==> src/rtl/cq_agen_pkg.sv <==
// Shared definitions for the masked circular-queue address generator.
// Assumes the mode field is two bits wide and encoded as below.
package cq_agen_pkg;

    typedef enum logic [1:0] {
        MODE_IND  = 2'd0,
        MODE_POST = 2'd1,
        MODE_PRE  = 2'd2,
        MODE_DISP = 2'd3
    } agen_mode_e;

    // True for the modes that write the address register back.
    function automatic logic mode_steps(input agen_mode_e m);
        return (m == MODE_POST) || (m == MODE_PRE);
    endfunction

endpackage

==> src/rtl/cq_mask_reg.sv <==
// Mask register. It resets to all ones, so masking is transparent until
// software writes a value. A write lands at the clock edge, so a request in
// the same cycle still sees the old value.
module cq_mask_reg #(
    parameter int MASK_W = 16
) (
    input  logic              clk,
    input  logic              rst_n,
    input  logic              wr_en,
    input  logic [MASK_W-1:0] wr_data,
    output logic [MASK_W-1:0] mask_q
);

    // Hold the mask: load on write, all ones after reset.
    always_ff @(posedge clk) begin
        if (!rst_n)
            mask_q <= '1;
        else if (wr_en)
            mask_q <= wr_data;
    end

    AST_MASK_RESET_ONES: assert property (@(posedge clk) disable iff (!rst_n)
        !$past(rst_n) |-> (mask_q == {MASK_W{1'b1}})) else $error("mask not reset");

endmodule

==> src/rtl/cq_addr_arith.sv <==
// Unmasked address arithmetic: An + step, An - step and An + sign-extended
// displacement. All sums wrap modulo 2^ADDR_W. Assumes DISP_W <= ADDR_W.
module cq_addr_arith #(
    parameter int ADDR_W = 32,
    parameter int DISP_W = 16,
    parameter int STEP   = 4
) (
    input  logic [ADDR_W-1:0] areg,
    input  logic [DISP_W-1:0] disp,
    output logic [ADDR_W-1:0] sum_inc,
    output logic [ADDR_W-1:0] sum_dec,
    output logic [ADDR_W-1:0] sum_disp
);

    localparam int EXT_W = ADDR_W - DISP_W;
    localparam logic [ADDR_W-1:0] STEP_V = ADDR_W'(STEP);

    logic [ADDR_W-1:0] disp_ext;

    // Sign-extend the displacement to the address width.
    generate
        if (EXT_W > 0) begin : g_ext
            assign disp_ext = {{EXT_W{disp[DISP_W-1]}}, disp};
        end else begin : g_noext
            assign disp_ext = disp[ADDR_W-1:0];
        end
    endgenerate

    // Three wrapping adders that feed the mode select.
    always_comb begin
        sum_inc  = areg + STEP_V;
        sum_dec  = areg - STEP_V;
        sum_disp = areg + disp_ext;
    end

endmodule

==> src/rtl/cq_mask_apply.sv <==
// Applies the mask to the low MASK_W bits of an address when enabled.
// Upper bits always pass through. Assumes MASK_W <= ADDR_W.
module cq_mask_apply #(
    parameter int ADDR_W = 32,
    parameter int MASK_W = 16
) (
    input  logic [ADDR_W-1:0] addr_in,
    input  logic [MASK_W-1:0] mask,
    input  logic              enable,
    output logic [ADDR_W-1:0] addr_out
);

    localparam int HI_W = ADDR_W - MASK_W;

    logic [MASK_W-1:0] lo_masked;

    // AND the low field with the mask, or leave it as is when disabled.
    always_comb begin
        lo_masked = enable ? (addr_in[MASK_W-1:0] & mask) : addr_in[MASK_W-1:0];
    end

    generate
        if (HI_W > 0) begin : g_hi
            assign addr_out = {addr_in[ADDR_W-1:MASK_W], lo_masked};
        end else begin : g_nohi
            assign addr_out = lo_masked;
        end
    endgenerate

endmodule

==> src/rtl/cq_rsp_stage.sv <==
// Output register stage. Captures the addresses on a valid request, holds
// them otherwise, and produces the valid and write-back strobes one cycle
// after the request.
module cq_rsp_stage #(
    parameter int ADDR_W = 32
) (
    input  logic              clk,
    input  logic              rst_n,
    input  logic              in_valid,
    input  logic              in_wb,
    input  logic [ADDR_W-1:0] in_oper,
    input  logic [ADDR_W-1:0] in_new,
    output logic              out_valid,
    output logic              out_wb,
    output logic [ADDR_W-1:0] out_oper,
    output logic [ADDR_W-1:0] out_new
);

    // Strobes follow the request by one cycle.
    always_ff @(posedge clk) begin
        if (!rst_n) begin
            out_valid <= 1'b0;
            out_wb    <= 1'b0;
        end else begin
            out_valid <= in_valid;
            out_wb    <= in_valid && in_wb;
        end
    end

    // Address results load only on a request.
    always_ff @(posedge clk) begin
        if (!rst_n) begin
            out_oper <= '0;
            out_new  <= '0;
        end else if (in_valid) begin
            out_oper <= in_oper;
            out_new  <= in_new;
        end
    end

    AST_VALID_ONE_LATER: assert property (@(posedge clk) disable iff (!rst_n)
        $past(rst_n) |-> (out_valid == $past(in_valid))) else $error("valid timing");
    AST_WB_NEEDS_VALID: assert property (@(posedge clk) disable iff (!rst_n)
        out_wb |-> out_valid) else $error("wb without valid");
    AST_HOLD_WHEN_IDLE: assert property (@(posedge clk) disable iff (!rst_n)
        ($past(rst_n) && !$past(in_valid)) |-> ($stable(out_oper) && $stable(out_new)))
        else $error("outputs moved while idle");

endmodule

==> src/rtl/cq_addr_gen.sv <==
// Masked circular-queue address generator (top). For each request it selects
// the unmasked operand and update addresses by mode, masks each one as that
// mode requires, and registers the results. Assumes MASK_W <= ADDR_W and
// DISP_W <= ADDR_W.
module cq_addr_gen
    import cq_agen_pkg::*;
#(
    parameter int ADDR_W = 32,
    parameter int MASK_W = 16,
    parameter int DISP_W = 16,
    parameter int STEP   = 4
) (
    input  logic              clk,
    input  logic              rst_n,
    input  logic              mask_wr_en,
    input  logic [MASK_W-1:0] mask_wr_data,
    input  logic              req_valid,
    input  logic [1:0]        req_mode,
    input  logic [ADDR_W-1:0] req_areg,
    input  logic [DISP_W-1:0] req_disp,
    input  logic              req_mask_en,
    output logic              rsp_valid,
    output logic [ADDR_W-1:0] rsp_oper_addr,
    output logic [ADDR_W-1:0] rsp_areg_new,
    output logic              rsp_wb
);

    agen_mode_e        mode;
    logic [MASK_W-1:0] mask_q;
    logic [ADDR_W-1:0] sum_inc, sum_dec, sum_disp;
    logic [ADDR_W-1:0] oper_raw, new_raw, oper_fin, new_fin;
    logic              oper_msk_en, new_msk_en, steps;

    assign mode = agen_mode_e'(req_mode);

    cq_mask_reg #(.MASK_W(MASK_W)) u_mask (
        .clk     (clk),
        .rst_n   (rst_n),
        .wr_en   (mask_wr_en),
        .wr_data (mask_wr_data),
        .mask_q  (mask_q)
    );

    cq_addr_arith #(.ADDR_W(ADDR_W), .DISP_W(DISP_W), .STEP(STEP)) u_arith (
        .areg     (req_areg),
        .disp     (req_disp),
        .sum_inc  (sum_inc),
        .sum_dec  (sum_dec),
        .sum_disp (sum_disp)
    );

    // Pick the raw addresses and decide where the mask applies for each mode.
    always_comb begin
        steps       = mode_steps(mode);
        oper_raw    = req_areg;
        new_raw     = req_areg;
        oper_msk_en = req_mask_en;
        new_msk_en  = 1'b0;
        unique case (mode)
            MODE_IND: begin
                oper_raw = req_areg;
            end
            MODE_POST: begin
                oper_raw    = req_areg;
                new_raw     = sum_inc;
                oper_msk_en = 1'b0;
                new_msk_en  = req_mask_en;
            end
            MODE_PRE: begin
                oper_raw   = sum_dec;
                new_raw    = sum_dec;
                new_msk_en = req_mask_en;
            end
            MODE_DISP: begin
                oper_raw = sum_disp;
            end
            default: ;
        endcase
    end

    cq_mask_apply #(.ADDR_W(ADDR_W), .MASK_W(MASK_W)) u_mask_oper (
        .addr_in  (oper_raw),
        .mask     (mask_q),
        .enable   (oper_msk_en),
        .addr_out (oper_fin)
    );

    cq_mask_apply #(.ADDR_W(ADDR_W), .MASK_W(MASK_W)) u_mask_new (
        .addr_in  (new_raw),
        .mask     (mask_q),
        .enable   (new_msk_en),
        .addr_out (new_fin)
    );

    cq_rsp_stage #(.ADDR_W(ADDR_W)) u_rsp (
        .clk       (clk),
        .rst_n     (rst_n),
        .in_valid  (req_valid),
        .in_wb     (steps),
        .in_oper   (oper_fin),
        .in_new    (new_fin),
        .out_valid (rsp_valid),
        .out_wb    (rsp_wb),
        .out_oper  (rsp_oper_addr),
        .out_new   (rsp_areg_new)
    );

    generate
        if (ADDR_W > MASK_W) begin : g_hi_chk
            AST_UPPER_PASSES: assert property (@(posedge clk) disable iff (!rst_n)
                (oper_fin[ADDR_W-1:MASK_W] == oper_raw[ADDR_W-1:MASK_W]) &&
                (new_fin[ADDR_W-1:MASK_W] == new_raw[ADDR_W-1:MASK_W]))
                else $error("upper bits altered");
        end
    endgenerate

    AST_UNMASKED_TRANSPARENT: assert property (@(posedge clk) disable iff (!rst_n)
        !req_mask_en |-> ((oper_fin == oper_raw) && (new_fin == new_raw)))
        else $error("mask applied while disabled");
    AST_POST_OPER_UNMASKED: assert property (@(posedge clk) disable iff (!rst_n)
        (req_valid && mode == MODE_POST) |-> (oper_fin == req_areg))
        else $error("post-increment operand altered");
    AST_PRE_SAME_ADDR: assert property (@(posedge clk) disable iff (!rst_n)
        (req_valid && mode == MODE_PRE) |=> (rsp_oper_addr == rsp_areg_new))
        else $error("pre-decrement results differ");

endmodule

==> config.mk <==
export PLATFORM = sky130hd
export DESIGN_NAME = cq_addr_gen
export DESIGN_NICKNAME = d
export VERILOG_FILES = /design/src/rtl/cq_agen_pkg.sv /design/src/rtl/cq_mask_reg.sv /design/src/rtl/cq_addr_arith.sv /design/src/rtl/cq_mask_apply.sv /design/src/rtl/cq_rsp_stage.sv /design/src/rtl/cq_addr_gen.sv
export SDC_FILE = /design/constraint.sdc
export NUM_CORES = 1
export LEC_CHECK = 0
export ABC_AREA = 1
export BUFFER_PORTS_ARGS = -buffer_cell sky130_fd_sc_hd__buf_2
export CORE_AREA = 2 2 92 183
export DETAILED_ROUTE_END_ITERATION = 12
export DIE_AREA = 0 0 94 185
export PLACE_DENSITY = 0.77
export SYNTH_ARGS = -nofsm -noshare
export SYNTH_HDL_FRONTEND = slang
export SYNTH_HIERARCHICAL = 1
export SYNTH_SLANG_ARGS = --single-unit
==> constraint.sdc <==
create_clock -name clk -period 2.86 [get_ports clk]
set_input_delay 0.286 -clock clk [delete_from_list [all_inputs] [get_ports clk]]
set_output_delay 0.286 -clock clk [all_outputs]
set_load 0.05 [all_outputs]
After elaboration in Yosys (flattened, before gate mapping)
Index checks and enable logic that the tools add are counted.

cells by class
  reduce and logical (&&, ||, !) cells = 5
  multiplexer cells = 6
  equality and inequality tests = 3
  bitwise gates (word level) = 2
  add/subtract/negate cells = 3

operators with widths
  kind                                                                    count
  32-bit case mux with 3 select lines                                     1
  32-bit case mux with 2 select lines                                     1
  32-bit by 3-bit adder with 32-bit output (second input constant)        1
  32-bit adder                                                            1
  16-bit AND                                                              2
  16-bit two-way mux                                                      2
  32-bit by 3-bit subtractor with 32-bit output (second input constant)   1
  2-bit equality test (second input constant)                             2
  2-bit OR reduction                                                      2
  2-bit by 1-bit equality test with 1-bit output (second input constant)  1
  2-bit zero test                                                         1
  1-bit two-way mux                                                       2
  1-bit logical AND                                                       1
  1-bit logical OR                                                        1

word-level totals
  output and inout bits = 66
  input bits = 71
  logic and storage cells = 24
  bits in registers = 82

Longest topological paths before layout
Gate-level depths: netlist of the first run.

  depth after elaboration = 5
  depth in mapped cells = 19
  mapped depth without buffers = 18

Hierarchy
Netlist of the first run, hierarchy kept.

by module, submodules not included
  module         cells each  area each (µm²)  times used
  cq_addr_arith  767         3,836.2          1
  cq_rsp_stage   411         2,673.8          1
  cq_addr_gen    320         1,360.1          1
  cq_mask_apply  68          374.1            2
  cq_mask_reg    70          668.1            1

Least setup slack after synthesis of the first run
Ideal clock, no wire load.

  kind = input -> register
  start point = in req_areg[0]
  end point = reg u_rsp.out_oper[28]
  stages = 19
  slack = 0.743 ns
  library setup time = 0.115 ns
  data arrival time = 2.002 ns
  cells stage by stage = ha_1 -> fa_1 -> nand3_1 -> nand3_1 -> nand2_1 -> nand2_1 -> nand2_1 -> nand2_1 -> nand2_1 -> nand2_1 -> nand2_1 -> nand2_1 -> nand2_1 -> nand3_1 -> buf_4 -> inv_1 -> nand2_1 -> nand2_1 -> nor2_1

on the way
  word-level cells in the longest chain between the ends = 2
  elaborated cells on any way between the ends = 3
  classes of those cells = add/sub (2); mux (1)

ends and longest elaborated chain
  what                                 RTL line             text
  start, declared                      cq_addr_gen.sv:19    input logic [ADDR_W-1:0] req_areg,
  32-bit adder                         cq_addr_arith.sv:33  sum_disp = areg + disp_ext;
  net sum_disp[28]                     cq_addr_gen.sv:30    logic [ADDR_W-1:0] sum_inc, sum_dec, sum_disp;
  32-bit case mux with 3 select lines  cq_addr_gen.sv:59    unique case (mode)
  net oper_raw[28]                     cq_addr_gen.sv:31    logic [ADDR_W-1:0] oper_raw, new_raw, oper_fin, new_fin;
  end signal, assigned                 cq_rsp_stage.sv:36   out_oper <= in_oper;
  end, declared                        cq_rsp_stage.sv:15   output logic [ADDR_W-1:0] out_oper,

The timed path passes the listed nets, and every way through them passes these cells.
A chain may end at the register's enable or synchronous reset.

Worst setup path after layout of the first run
  start point = in req_areg[0]
  end point = reg u_rsp.out_oper[14]

on the way
  word-level cells in the longest chain between the ends = 4
  elaborated cells on any way between the ends = 5
  classes of those cells = add/sub (2); mux (2); bitwise (1)

ends and longest elaborated chain
  what                                   RTL line             text
  32-bit adder *                         cq_addr_arith.sv:33
  net sum_disp[14]                       cq_addr_gen.sv:30
  32-bit case mux with 3 select lines *  cq_addr_gen.sv:59
  net oper_raw[14]                       cq_addr_gen.sv:31
  16-bit AND                             cq_mask_apply.sv:19  lo_masked = enable ? (addr_in[MASK_W-1:0] & mask) : addr_in[MASK_W-1:0];
  16-bit two-way mux *                   cq_mask_apply.sv:19
  net oper_fin[14]                       cq_addr_gen.sv:31

The timed path passes the listed nets; every way through them passes the cells marked *.

==> reports/results.ini, run 1 <==
[status]
status=complete, no violations

[detailed_routing]
vias_per_cell=5.20
detail_route.wl_per_cell_um=15.8
drt_pass1_iterations=5
drt_first_iter_violations=688
drt-total-wl_um=31200
detail-route-antenna-nets=0
routed-via-count=10292
drc=0

[final_layout]
multi_input_area_mm2=0.00604
layoutNonFillerInstCount=1978
antenna_diode_count=0
register_area_mm2=0.00164
finish.utilization_pct=61.9
final_net_count=1877
area_delta_synth_final_pct=7.32
fillerInstances=1697
drive_above_1_share_pct=12.5

[hold_path]
holdCritStartpoint=mask_wr_data[6]
capture_endpoint_of_the_worst_hold_path=u_mask/mask_q[6]
worstHoldPathType=in -> reg
worst_hold_path.num_cells=3

[global_routing]
grt_antenna_before_repair=0
grtUsageTotal_pct=36.3
first_pass_grt_wire_length_um=49100
grt_pass1_vias=10033
global_route.overflow_total=0
grt_start_max_net_pins=82

[setup_path]
timing.critical_path.mode_cell=sky130_fd_sc_hd__nand2_1
ff2ff_setup_slack_ns=1.96
worstReg2RegEnd=u_rsp/out_new[1]
startpoint_type=input port
timing.critical_path.depth=16
cp_data_required_time_ns=3.13
worst-path-buf-inv=2
worst-path-max-fanout=5
reg2regPathDepth=6
critical_path.slowest_cell=sky130_fd_sc_hd__fa_1
type_of_element_capturing_the_critical_path=flip-flop
critPathArrivalTime_ns=2.54
critical_path.top_delay_family=simple AND/OR/NAND/NOR gates
timing.rr.start=u_mask/mask_q[1]
slowest_delay_ns=0.46
timing_worst_setup_path_type=in -> reg
worstPathCellList=buf_2 -> ha_1 -> fa_1 -> nand2_1 -> nand3_1 -> nand2_1 -> nand2_1 -> xor2_1 -> nand2_1 -> nand3_1 -> nand3_1 -> nand2_1 -> inv_1 -> nand2_1 -> nand2_1 -> nor2_1

[die]
coreArea_mm2=0.0161
dieWidth_um=94
design.die.area_mm2=0.0174
rows=66
start_util_pct=57.7
num_io_pins=137
die_height_um=185

[logic_synthesis]
yosys_register_bits=82
ys_types=38
syn_avg_cell_area_um2=5.45
netlist_area_mm2=0.00929
synth_edf_count=0
postSynthNetCount=1812
syn_inst=1704
yosysTopAreaCell=sky130_fd_sc_hd__nand2_1
yosys_warnings=6
yosysSeqAreaShare_pct=17.7
synth-async-reset-ratio_pct=0
synth.top_cells.by_area=sky130_fd_sc_hd__nand2_1 (30%), sky130_fd_sc_hd__dfxtp_1 (18%), sky130_fd_sc_hd__inv_1 (8.9%), sky130_fd_sc_hd__nor2_1 (8.8%), sky130_fd_sc_hd__xor2_1 (6.2%)
synth_largest_type_area_fraction_pct=30.3
dominantRegCellSynth=sky130_fd_sc_hd__dfxtp_1

[power]
power.switching_fraction_pct=40.9
cellPowerDensity_mw_per_mm2=439
p_int_mw=2.58
seqPwrFrac_pct=29.5
power.net_switching_mw=1.79
p_clk_share_pct=30.9
pwr-share-comb_pct=39.6
max-vdd-ir-drop_mv=0.424
static-leakage-power_nw=6.00

[sta]
finalSetupViolCount=0
drv_slew=0
min_period_ns=2.28
relSlewSlack_pct=51.4
final-hold-violation-count=0
setup_total_negative_slack_ns=0
fmax_ghz=0.439
setup_repair_after_global_routing_missed_its_margin=no
timing.clock.skew_ns=0.00336
finalCritPeriodShare_pct=79.6
transition_time_at_the_pin_with_the_least_slew_margin_ns=0.729

[clock_network]
cts.clk_slew.worst_paths_ns=0.07
cts.root.buffer_cell=sky130_fd_sc_hd__clkbuf_16
clock_latency_ns=0.33
max-clock-path-buffers=2
cts.htree.levels=3
postCtsSetupRepairBufs=0
clock_sinks=82
number_of_hold_buffers_added_after_cts=0
tritoncts_clock_tree=done
cts_resized=0
cts-buffers-inserted=9

[place]
hpwl_um=24800
routabilityCongestion=0.979
io_buffers=136
numPlacedInstances=1962

[run]
drv_cap=0

==> worst max path at each step <==
stage,end,startpoint,slack (ns)
after floorplan,u_rsp/out_oper[28],req_areg[0],0.74
after global placement,u_rsp/out_oper[12],req_areg[0],0.30
after detailed placement,u_rsp/out_oper[12],req_areg[0],0.27
after CTS,u_rsp/out_oper[14],req_areg[0],0.62
after global routing,u_rsp/out_oper[12],req_areg[0],0.38
final,u_rsp/out_oper[14],req_areg[0],0.58
==> metal layers <==
metal / track usage, % / share of wire, %
met3: 2.89 / 4.5
met1: 38.2 / 37
met5: 0 / 0
met2: 65.2 / 50
met4: 27.5 / 8.7
==> layout by cell type (no fill, tap or decap), types with 3 or more instances in the layout <==
cell type,count
sky130_fd_sc_hd__nand2_2,22
sky130_fd_sc_hd__inv_2,3
sky130_fd_sc_hd__nand3_1,114
sky130_fd_sc_hd__inv_6,3
sky130_fd_sc_hd__inv_1,221
sky130_fd_sc_hd__nand4_1,13
sky130_fd_sc_hd__nor2_4,5
sky130_fd_sc_hd__buf_4,13
sky130_fd_sc_hd__nor2_2,5
sky130_fd_sc_hd__nand3_2,12
sky130_fd_sc_hd__nor2_1,217
sky130_fd_sc_hd__dfxtp_1,82
sky130_fd_sc_hd__a21oi_1,20
sky130_fd_sc_hd__xnor2_1,4
sky130_fd_sc_hd__buf_2,135
sky130_fd_sc_hd__nor3_1,19
sky130_fd_sc_hd__ha_1,36
sky130_fd_sc_hd__clkbuf_16,9
sky130_fd_sc_hd__nand2_1,749
sky130_fd_sc_hd__xor2_1,66
sky130_fd_sc_hd__bufinv_16,3
==> layout make-up <==
class	count	area share, %
clock buffer	10	2.30
clock inverter	6	1.13
inverter	227	8.75
multi-input combinational	1299	60.6
sequential	82	16.5
tap	204	2.56
timing repair buffer	150	8.16
==> cells in the mapped netlist (all sizes together) (2+ instances only) <==
master	n
nand2	772
nor2	228
inv	227
nand3	126
buf	93
dfxtp	82
xor2	66
ha	36
nor3	22
a21oi	20
nand4	13
xnor2	4
clkbuf	3
nor4	2
o21ai	2
o21bai	2
==> worst min-delay path: cells and delay by family <==
kind | cells | cell delay, ns
AND/OR/NAND/NOR | 2 | 0.11
buffers and inverters | 1 | 0.08
==> through the flow <==
step	power [mW]	setup WS [ns]	hold slack (ns)	cell area (um^2)
floorplan	2.64	0.743	0.408	9290
global placement	3.00	0.301	0.455	9620
detailed placement	3.02	0.268	0.461	9620
CTS	4.37	0.620	0.159	9970
global route	4.63	0.375	0.164	9970
finish	4.38	0.584	0.164	9970
==> sequential cells by signal (all words and copies together) (netlist names) <==
signal / flops
u_rsp/out_valid: 1
u_rsp/out_oper: 32
u_rsp/out_new: 32
u_mask/mask_q: 16
u_rsp/out_wb: 1
==> power by group through the flow <==
| stage | clock network (mW) | registers, mW | logic, mW |
|---|---|---|---|
| finish | 1.35 | 1.29 | 1.73 |
| global route | 1.41 | 1.30 | 1.91 |
| CTS | 1.37 | 1.29 | 1.72 |
| detailed placement | 0 | 1.32 | 1.71 |
| global placement | 0 | 1.31 | 1.69 |
| floorplan | 0 | 1.56 | 1.08 |
==> logic make-up after synthesis <==
logic type | synth area share [%]
flops | 17.7
compound gates | 1.43
simple gates | 52.0
xor+xnor | 6.60
fa+ha+maj | 5.07
buf+inv | 17.3
No activity file was read; power rests on OpenSTA's default activity.
==> run 2, diff against run 1 <==
--- a/config.mk
+++ b/config.mk
@@ -7,10 +7,10 @@
 export LEC_CHECK = 0
 export ABC_AREA = 1
 export BUFFER_PORTS_ARGS = -buffer_cell sky130_fd_sc_hd__buf_2
-export CORE_AREA = 2 2 92 183
+export CORE_AREA = 2 2 96 191
 export DETAILED_ROUTE_END_ITERATION = 12
-export DIE_AREA = 0 0 94 185
-export PLACE_DENSITY = 0.77
+export DIE_AREA = 0 0 98 193
+export PLACE_DENSITY = 0.74
 export SYNTH_ARGS = -nofsm -noshare
 export SYNTH_HDL_FRONTEND = slang
 export SYNTH_HIERARCHICAL = 1
==> constraint.sdc (replaced) <==
create_clock -name clk -period 2.06 [get_ports clk]
set_input_delay 0.206 -clock clk [delete_from_list [all_inputs] [get_ports clk]]
set_output_delay 0.206 -clock clk [all_outputs]
set_load 0.05 [all_outputs]
==> run 2 against run 1 <==
  * Setup slack got worse by 0.39 ns
  * Global-route usage fell by 4.2 points
  * Die area rose by 8.8%
  * Hold slack got worse by 0.091 ns
  * Combinational power rose by 57%
  * Total power rose by 41%
  * Register-to-register slack got worse by 0.79 ns
  * First-iteration DRC count fell by 7.7%
  * Wire length fell by 2.6%
  * Clock-buffer cell count fell by 1
  * Sequential cell count did not move
  * Highest routed layer unchanged
==> reports/results.ini, run 2 (synthesis gave the netlist of run 1 again) <==
[place]
io_buffers=136
hpwl_um=24300
routabilityCongestion=0.960
numPlacedInstances=2116
dp_slack_ns=-0.238

[clock_network]
number_of_hold_buffers_added_after_cts=0
cts.htree.levels=3
clock_sinks=82
cts.root.buffer_cell=sky130_fd_sc_hd__clkbuf_16
max-clock-path-buffers=2
tritoncts_clock_tree=done
cts.clk_slew.worst_paths_ns=0.07
cts-buffers-inserted=9
clock_latency_ns=0.35

[detailed_routing]
drt_first_iter_violations=635
drt_pass1_iterations=5
vias_per_cell=4.99
drc=0
detail-route-antenna-nets=0
routed-via-count=10634
detail_route.wl_per_cell_um=14.3
drt-total-wl_um=30400

[die]
start_util_pct=53.0
design.die.area_mm2=0.0189
die_height_um=193
coreArea_mm2=0.0175
dieWidth_um=98
rows=69
num_io_pins=137

[sta]
setup_total_negative_slack_ns=0
finalCritPeriodShare_pct=90.7
final-hold-violation-count=0
drv_slew=0
transition_time_at_the_pin_with_the_least_slew_margin_ns=0.543
min_period_ns=1.87
setup_repair_after_global_routing_missed_its_margin=no
timing.clock.skew_ns=0.00730
fmax_ghz=0.535
finalSetupViolCount=0
postLayoutSetupSlackWorst_ns=0.191
relSlewSlack_pct=63.8

[setup_path]
type_of_element_capturing_the_critical_path=flip-flop
cp_data_required_time_ns=2.35
reg2regPathDepth=6
worstReg2RegEnd=u_rsp/out_new[12]
crit_start=req_disp[15]
worst-path-max-fanout=4
startpoint_type=input port
ff2ff_setup_slack_ns=1.17
critPathArrivalTime_ns=2.16
timing_worst_setup_path_type=in -> reg
timing.rr.start=u_mask/mask_q[12]

[power]
cellPowerDensity_mw_per_mm2=550
power.net_switching_mw=2.64
p_clk_share_pct=26.7
max-vdd-ir-drop_mv=0.542
static-leakage-power_nw=6.72
p_int_mw=3.52
post-layout-total-power_mw=6.16
pwr-share-comb_pct=44.2
seqPwrFrac_pct=29.1
power.switching_fraction_pct=42.9

[global_routing]
grt-busiest-layer=met2
grt_use_met1_pct=34.6
global_route.overflow_total=0
grt_pass1_vias=10245
grt_antenna_before_repair=0
first_pass_grt_wire_length_um=48500
grt_start_max_net_pins=55
grt_use_met2_pct=58.4
met3_usage_pct=3.71
grtUsageTotal_pct=32.1

[final_layout]
antenna_diode_count=0
finish.utilization_pct=63.9
area_delta_synth_final_pct=20.6
commonest_non_fill_non_tap_cell_in_the_layout=sky130_fd_sc_hd__nand2_1
drive_above_1_share_pct=20.1
layoutNonFillerInstCount=2133
mostFrequentLayoutCells=sky130_fd_sc_hd__nand2_1 (747), sky130_fd_sc_hd__inv_1 (221), sky130_fd_sc_hd__nor2_1 (212)
final_net_count=2023
layout_top_registers=u_rsp/out_new: 32 flops, u_rsp/out_oper: 32 flops, u_mask/mask_q: 16 flops

[run]
drv_cap=0

[hold_path]
worstHoldPathType=in -> reg
capture_endpoint_of_the_worst_hold_path=u_mask/mask_q[3]
worst_hold_path.num_cells=3
holdCritStartpoint=mask_wr_data[3]

[status]
status=complete, no violations

## run 2: cell types whose count changed in the layout (fill, tap and decap cells not counted), sizes merged
| cell | before | now |
|---|---|---|
| clkbuf | 10 | 9 |
| inv | 229 | 231 |
| buf | 150 | 296 |
| clkinvlp | 0 | 2 |
| bufinv | 3 | 0 |
## run 2: worst max-delay path by stage
| stage | endpoint | slack (ns) | depth (start not counted) |
|---|---|---|---|
| 6_report | u_rsp/out_oper[31] | 0.19 | 18 |
| 5_1_grt | u_rsp/out_oper[28] | 0.00005 | 20 |
| 4_1_cts | u_rsp/out_oper[14] | 0.13 | 17 |
| 3_5_place_dp | u_rsp/out_oper[14] | -0.24 | 17 |
| 3_3_place_gp | u_rsp/out_oper[13] | -0.20 | 18 |
| 2_1_floorplan | u_rsp/out_oper[28] | 0.02 | 19 |
## run 2: layout make-up
class	instances	area [um^2]
clock inverters	7	68.8
flip-flops and latches	82	1640
inverters	227	872
multi-input cells	1299	6120
fillers	1800	6330
repair buffers	296	2010
clock buffers	9	225
well taps	213	267
## run 2: power by group through the flow
| stage | sequential [mW] | combinational, mW | clock, mW |
|---|---|---|---|
| floorplan | 2.17 | 1.50 | 0 |
| global placement | 1.83 | 2.64 | 0 |
| detailed placement | 1.83 | 2.66 | 0 |
| CTS | 1.79 | 2.67 | 1.67 |
| global route | 1.81 | 3.00 | 1.72 |
| finish | 1.79 | 2.72 | 1.64 |
## run 2: stage by stage
step	hold slack, ns	instance area, um^2
finish	0.0722	11200
global route	0.0829	11200
CTS	0.0637	11100
detailed placement	0.429	10800
global placement	0.427	10800
floorplan	0.328	9290
## run 2: layer usage
metal / wire length (um) / up-vias / share of wire [%]
li1: - / 5492 / -
met1: 11600 / 4671 / 38
met2: 15200 / 360 / 50
met3: 1380 / 111 / 4.5
met4: 2160 / 0 / 7.1
met5: 0 / - / 0
## run 2: worst max-delay path: stages
cell and delay [ns]:
sky130_fd_sc_hd__buf_2 0.12, sky130_fd_sc_hd__buf_4 0.15, sky130_fd_sc_hd__ha_1 0.34, sky130_fd_sc_hd__nand2_1 0.12, sky130_fd_sc_hd__buf_4 0.15, sky130_fd_sc_hd__nor2_1 0.17
sky130_fd_sc_hd__nand2_1 0.11, sky130_fd_sc_hd__nor2_1 0.11, sky130_fd_sc_hd__nand2_1 0.10, sky130_fd_sc_hd__nand2_1 0.07, sky130_fd_sc_hd__nand2_1 0.05, sky130_fd_sc_hd__nand2_1 0.06
sky130_fd_sc_hd__nand2_1 0.07, sky130_fd_sc_hd__nand3_1 0.10, sky130_fd_sc_hd__inv_1 0.04, sky130_fd_sc_hd__nand2_1 0.05, sky130_fd_sc_hd__nand2_1 0.05, sky130_fd_sc_hd__nor2_1 0.09
## run 2: timing repair
item	CTS	global route
setup buffers	0	1
gates resized for setup	0	18
hold endpoints to repair	0	0
endpoints found under the setup margin	0	15
